`src/rtl/dvn_pkg.sv`:
```
package dvn_pkg;

  // Fixed opcode bits 31..10 of the recognised instruction word
  localparam logic [21:0] OPC_HI = 22'b1100000100100011111000;

  // Clamp a signed 32-bit value into the signed 16-bit range
  function automatic logic [15:0] clamp16(input logic [31:0] v);
    logic fits;
    fits = (v[31:15] == {17{1'b0}}) || (v[31:15] == {17{1'b1}});
    if (fits)
      return v[15:0];
    else if (v[31])
      return 16'h8000;
    else
      return 16'h7FFF;
  endfunction

  // Register number of the first source from the 4-bit pair field
  function automatic logic [4:0] pair_base(input logic [3:0] f);
    return {f, 1'b0};
  endfunction

endpackage

```
`src/rtl/dvn_decode.sv`:
```
module dvn_decode
  import dvn_pkg::*;
(
  input  logic [31:0] word,
  input  logic        enable,
  output logic        hit,
  output logic        nomatch,
  output logic        undef,
  output logic [4:0]  dst,
  output logic [4:0]  src
);
  always_comb begin
    hit     = (word[31:10] == OPC_HI) && (word[5] == 1'b0);
    nomatch = !hit;
    undef   = hit && !enable;
    dst     = word[4:0];
    src     = pair_base(word[9:6]);
  end
endmodule

```
`src/rtl/dvn_lane_sat.sv`:
```
module dvn_lane_sat
  import dvn_pkg::*;
(
  input  logic [31:0] din,
  output logic [15:0] dout
);
  always_comb dout = clamp16(din);
endmodule

```
`src/rtl/dvn_pack.sv`:
```
module dvn_pack #(
  parameter int VEC_BITS = 128
) (
  input  logic [VEC_BITS-1:0] first,
  input  logic [VEC_BITS-1:0] second,
  output logic [VEC_BITS-1:0] packed_out
);
  localparam int NLANE = VEC_BITS / 32;
  localparam int HALF  = VEC_BITS / 2;

  for (genvar e = 0; e < NLANE; e++) begin : g_lane
    dvn_lane_sat u_lo (
      .din  (first[32*e +: 32]),
      .dout (packed_out[16*e +: 16])
    );
    dvn_lane_sat u_hi (
      .din  (second[32*e +: 32]),
      .dout (packed_out[HALF + 16*e +: 16])
    );
  end
endmodule

```
`src/rtl/dvnarrow_unit.sv`:
```
module dvnarrow_unit #(
  parameter int VEC_BITS = 128
) (
  input  logic                clk,
  input  logic                rst_n,
  input  logic                feat_en,
  input  logic                in_valid,
  output logic                in_ready,
  input  logic [31:0]         instr,
  input  logic [VEC_BITS-1:0] src_a,
  input  logic [VEC_BITS-1:0] src_b,
  output logic                out_valid,
  input  logic                out_ready,
  output logic                out_wr,
  output logic                out_undef,
  output logic                out_nomatch,
  output logic [4:0]          out_dst,
  output logic [4:0]          out_src,
  output logic [VEC_BITS-1:0] out_data
);
  // Internal events, named for the checker
  logic                accept;
  logic                dec_hit;
  logic                dec_nomatch;
  logic                dec_undef;
  logic                exec_ok;
  logic [4:0]          dec_dst;
  logic [4:0]          dec_src;
  logic [VEC_BITS-1:0] narrow_vec;

  dvn_decode u_dec (
    .word    (instr),
    .enable  (feat_en),
    .hit     (dec_hit),
    .nomatch (dec_nomatch),
    .undef   (dec_undef),
    .dst     (dec_dst),
    .src     (dec_src)
  );

  dvn_pack #(.VEC_BITS(VEC_BITS)) u_pack (
    .first      (src_a),
    .second     (src_b),
    .packed_out (narrow_vec)
  );

  assign in_ready = !out_valid || out_ready;
  assign accept   = in_valid && in_ready;
  assign exec_ok  = dec_hit && feat_en;

  always_ff @(posedge clk or negedge rst_n) begin
    if (!rst_n) begin
      out_valid   <= 1'b0;
      out_wr      <= 1'b0;
      out_undef   <= 1'b0;
      out_nomatch <= 1'b0;
      out_dst     <= '0;
      out_src     <= '0;
      out_data    <= '0;
    end else if (accept) begin
      out_valid   <= 1'b1;
      out_wr      <= exec_ok;
      out_undef   <= dec_undef;
      out_nomatch <= dec_nomatch;
      out_dst     <= dec_dst;
      out_src     <= dec_src;
      out_data    <= exec_ok ? narrow_vec : '0;
    end else if (out_ready) begin
      out_valid   <= 1'b0;
      out_wr      <= 1'b0;
    end
  end
endmodule

```
`config.mk`:
```
export PLATFORM = sky130hd
export DESIGN_NAME = dvnarrow_unit
export DESIGN_NICKNAME = d
export VERILOG_FILES = /design/src/rtl/dvn_pkg.sv /design/src/rtl/dvn_decode.sv /design/src/rtl/dvn_lane_sat.sv /design/src/rtl/dvn_pack.sv /design/src/rtl/dvnarrow_unit.sv
export SDC_FILE = /design/constraint.sdc
export NUM_CORES = 1
export LEC_CHECK = 0
export CORE_AREA = 2 2 169 171
export DETAILED_ROUTE_END_ITERATION = 10
export DIE_AREA = 0 0 171 173
export GPL_TIMING_DRIVEN = 0
export SLEW_MARGIN = 10
export SYNTH_ARGS = -nofsm -noshare
export SYNTH_HDL_FRONTEND = slang
export SYNTH_SLANG_ARGS = --single-unit
```
`constraint.sdc`:
```
create_clock -name clk -period 1.9 [get_ports clk]
set_input_delay 0.57 -clock clk [delete_from_list [all_inputs] [get_ports clk]]
set_output_delay 0.57 -clock clk [all_outputs]
set_load 0.01 [all_outputs]
```
Word-level counts from Yosys, hierarchy flattened
Cells that the tools add are included.
{"block": "word_totals", "output_inout_bits": 143, "register_bits": 141}
{"block": "op_classes", "mux": 20, "reduce_logical": 25, "bitwise_logic": 1, "eq_ne": 9}
{"op": "two-way mux 16 bit", "n": 16}
{"op": "equality test 17 bit, second input constant", "n": 8}
{"op": "zero test 17 bit", "n": 8}
{"op": "two-way mux 128 bit", "n": 1}
{"op": "equality test 22 bit, second input constant", "n": 1}
{"op": "logical OR 1 bit", "n": 9}
{"op": "logical AND 1 bit", "n": 4}
{"op": "zero test 1 bit", "n": 3}
{"op": "two-way mux 1 bit", "n": 3}
{"op": "nonzero test 2 bit", "n": 1}
{"op": "NOT 1 bit", "n": 1}

Logic depth before layout (Yosys ltp)
{"block": "depth", "ltp_word": 4, "depth_mapped": 6, "mapped_depth_nobuf": 4}

Modules after synthesis
From an unflattened synthesis, not the netlist that was laid out.
{"block": "hier_totals", "hier_cells": 745, "hier_area_um2": 8680.8}
{"mod": "dvnarrow_unit", "cells_each": 459, "area_per_inst_um2": 6556.3, "seq_area_each_um2": 3553.4, "instances": 1}
{"mod": "dvn_lane_sat", "cells_each": 33, "area_per_inst_um2": 244.0, "seq_area_each_um2": 0.0, "instances": 8}
{"mod": "dvn_decode", "cells_each": 22, "area_per_inst_um2": 172.7, "seq_area_each_um2": 0.0, "instances": 1}

Worst setup path before layout
Ideal clock, no wire load.
{"block": "synth_path", "kind": "input port to flip-flop", "startpoint": "input port instr[11]", "endpoint": "register out_data[101]", "n_path_buf": 1, "path_slack_ps": -433, "cell_stages": 5, "arrival_ps": 2251, "t_required_ps": 1817, "cell_sequence": "or4b_2 nor4_4 nand4_1 clkbuf_1 o21ai_0"}
{"block": "synth_between", "elab_chain_len": 4}
{"item": "start, declared", "line": "dvnarrow_unit.sv:9", "text": "input logic [31:0] instr,"}
{"item": "equality test 22 bit", "line": "dvn_decode.sv:13", "text": "hit = (word[31:10] == OPC_HI) && (word[5] == 1'b0);"}
{"item": "logical AND 1 bit", "line": "dvn_decode.sv:13"}
{"item": "logical AND 1 bit", "line": "dvnarrow_unit.sv:49", "text": "assign exec_ok = dec_hit && feat_en;"}
{"item": "two-way mux 128 bit", "line": "dvnarrow_unit.sv:67", "text": "out_data <= exec_ok ? narrow_vec : '0;"}
{"item": "end signal, assigned", "line": "dvnarrow_unit.sv:67"}
{"item": "end, declared", "line": "dvnarrow_unit.sv:19", "text": "output logic [VEC_BITS-1:0] out_data"}
Every way passes these cells.
A chain may end at the register's enable or synchronous reset.

Worst setup path after layout
Same ends and word-level chain as after synthesis.

==> results.txt <==
Final core occ -> 45.05%
Failing checks -> setup timing
Worst R2R Setup Slack -> 0.17 ns
Die area -> 29580 sq um
GRT Util Overall -> 18.61%
Die width -> 171 um
Register area share after synthesis -> 58.06%
Final Hold Fails -> 0
DR vias/cell -> 4.601
Worst Max-Slew Pin Slew -> 0.6008 ns
Initial Utilization -> 22.00%
Share of cells above drive strength 1 -> 20.26%
P&R area growth vs syn -> 104.8%
Vias in the first global route -> 7196
Critical Path End Type -> register
Final WL -> 28.73 mm
Synthesis Warnings -> 0
Initial antenna violation count -> 0
Worst path max stage delay -> 0.57 ns
# DRC -> 0
Final Skew -> 0.009874 ns
DP Area -> 10960 sq um
Global route total overflow -> 0
Hold crit path type -> in2async
Sum Neg Setup Slack -> -13.43 ns
Max Cap Viol -> 0
CTS tree -> done
Die height -> 173 um
Largest net degree at the start of global routing -> 72
Worst-path fanout max -> 5
Nets in the synthesized netlist -> 975
VDD IR-drop max -> 0.4518 mV
# port buffers -> 434
Outcome -> complete, but fails checks
Antenna-violating nets left -> 0
Worst-path clk slew -> 0.07 ns
Worst Setup Path Type -> in2reg
Syn Inst Count -> 682
Cell Area, Synth -> 6077 sq um
Rel. slew slack -> 59.42%
DP Wirelength -> 21.13 mm
Wire per inst -> 18.56 um
Crit path top cell by count -> buf_6
Pwr Density -> 603.7 nW/um^2
Fin. max-slew vios -> 0
Total CTS buffers -> 17
Crit path cell chain -> buf_6 -> or4b_4 -> nor4_4 -> buf_6 -> buf_12 -> nand4_1 -> clkbuf_8 -> o21ai_2
Worst-Skew Late Latency -> 0.41 ns
PnR worst setup slack -> -0.1778 ns
Core Region -> 27630 sq um
Minimum clock period -> 2.078 ns
Design Area, Final -> 12450 sq um
Netlist cell types -> 25
DRT Pass-1 Iters -> 5
Fmax -> 481.3 MHz
Post-layout net count -> 1452
Mean Syn Cell Area -> 8.911 sq um
Hold-fix buffers, CTS -> 0
Crit share post-route -> 109.4%
I/O Pins -> 436
RSZ-0062 raised after global routing -> true
Worst path slowest cell -> or4b_4
Worst EP arrival -> 2.42 ns
FF+latch count, synth -> 141
Iter 0 DRT Violations -> 285
# diodes -> 0
H-tree levels -> 4
First-pass GRT wire length -> 41.77 mm
Final Setup Violations -> 124
Row count -> 61
Crit path required time -> 2.24 ns
Gpl congestion -> 0.8638
Clock net sink count -> 141
Max Buffers Root-to-Sink -> 2
LEAKAGE -> 6.314 nW
Vias -> 7122
CP startpoint kind -> primary input
Clk root buf -> clkbuf_16
-- final cells by class --
type	count	area [sq um]
buffer	34	257.7
clock buffer	18	439.2
clock inverter	12	138.9
fill	2754	15180
inverter	2	7.507
multi-input combinational	504	3007
sequential	141	3528
tap	378	473.0
timing repair buffer	459	4597
-- path summary, 6_finish.rpt --
kind	start	end	cells past startpoint
setup reg to reg	out_valid$_DFFE_PN0P_	out_data[25]$_DFFE_PN0P_	5
setup / recovery	instr[11]	out_data[101]$_DFFE_PN0P_	8
hold / removal	rst_n	out_data[8]$_DFFE_PN0P_	1
max in group asynchronous	rst_n	out_data[71]$_DFFE_PN0P_	2
min in group clk	out_data[14]$_DFFE_PN0P_	out_data[14]$_DFFE_PN0P_	2
hold reg to reg	out_data[14]$_DFFE_PN0P_	out_data[14]$_DFFE_PN0P_	2
-- routing by layer --
layer | share of wire, % | up-vias | wire [um] | global-route usage, %
met2 | 48 | 282 | 13920 | 31.03
met4 | 3.1 | 0 | 900 | 6.603
met1 | 41 | 3440 | 11790 | 22.69
li1 | - | 3350 | - | -
met5 | 0 | - | 0 | 0
met3 | 7.4 | 50 | 2123 | 5.516
-- synthesized netlist by cell type (all sizes together) --
cell,count,area (sq um)
nor2,121,454.2
or4,1,7.510
a41oi,8,70.07
clkbuf,34,127.6
nand2b,1,6.260
dfrtp,141,3528
a22o,8,70.07
nand3,1,5.000
buf,2,12.51
inv,2,7.510
nand2,150,563.0
and3,2,12.51
conb,1,3.750
o21ai,121,605.6
and4,1,8.760
nor4,34,227.7
a21oi,1,5.000
o21a,1,7.510
nand4,41,256.5
o41ai,8,70.07
a31o,1,8.760
or4b,1,10.01
nand4b,1,8.760
-- where the power goes --
group	leakage, nW	internal [mW]	switching, mW
registers	1.95	3.03	0.0158
clock network	0.271	1.97	1.36
logic	4.10	0.651	0.487
total	6.31	5.65	1.87
-- metrics by stage --
stage | hold slack, ns | setup slack [ns] | total power, mW | instances
3_5_place_dp | 0.4646 | -1.834 | 4.196 | 1495
2_1_floorplan | 0.2744 | -0.2990 | 3.314 | 682
3_3_place_gp | 0.4593 | -5.857 | 4.187 | 1494
5_1_grt | 0.1291 | -0.2114 | 7.825 | 1548
4_1_cts | 0.1174 | -0.1988 | 7.607 | 1547
6_report | 0.09316 | -0.1778 | 7.515 | 1548
-- cells by family after synthesis --
| family | share of synthesized area, % |
|---|---|
| simple gates | 25.67 |
| compound gates | 13.77 |
| flops | 58.06 |
| other cells | 0.06171 |
| buf+inv | 2.429 |
-- worst max-delay path, delay by kind of cell --
family                 cells  cell delay [ns]
and+or+nand+nor            3             1.05
buffers and inverters      4             0.68
AOI/OAI and AO/OA          1             0.11
-- state kept, by name, indices dropped and copies added, names as in the netlist --
signal	count
out_wr	1
out_dst	5
out_nomatch	1
out_data	128
out_src	4
out_undef	1
out_valid	1
-- cells in the final DEF, fill, tap and decap left out, drive strengths merged, types with 2 or more instances in the layout --
cell type	n
nor4	34
nor2	121
a22o	8
inv	5
clkinvlp	4
bufinv	2
clkdlybuf4s50	277
dfrtp	141
dlygate4sd2	111
nand4	41
o21ai	121
clkinv	3
clkbuf	55
and3	3
buf	31
o41ai	8
nand2	150
dlymetal6s2s	36
a41oi	8
-- what timing repair did --
action | in CTS | in global routing
buffers inserted | 14 | 1
pin swaps | 82 | 30
cloned | 10 | 0
gates resized for setup | 384 | 108
setup endpoints to repair | 250 | 170
No activity file was read; power rests on OpenSTA's default activity.
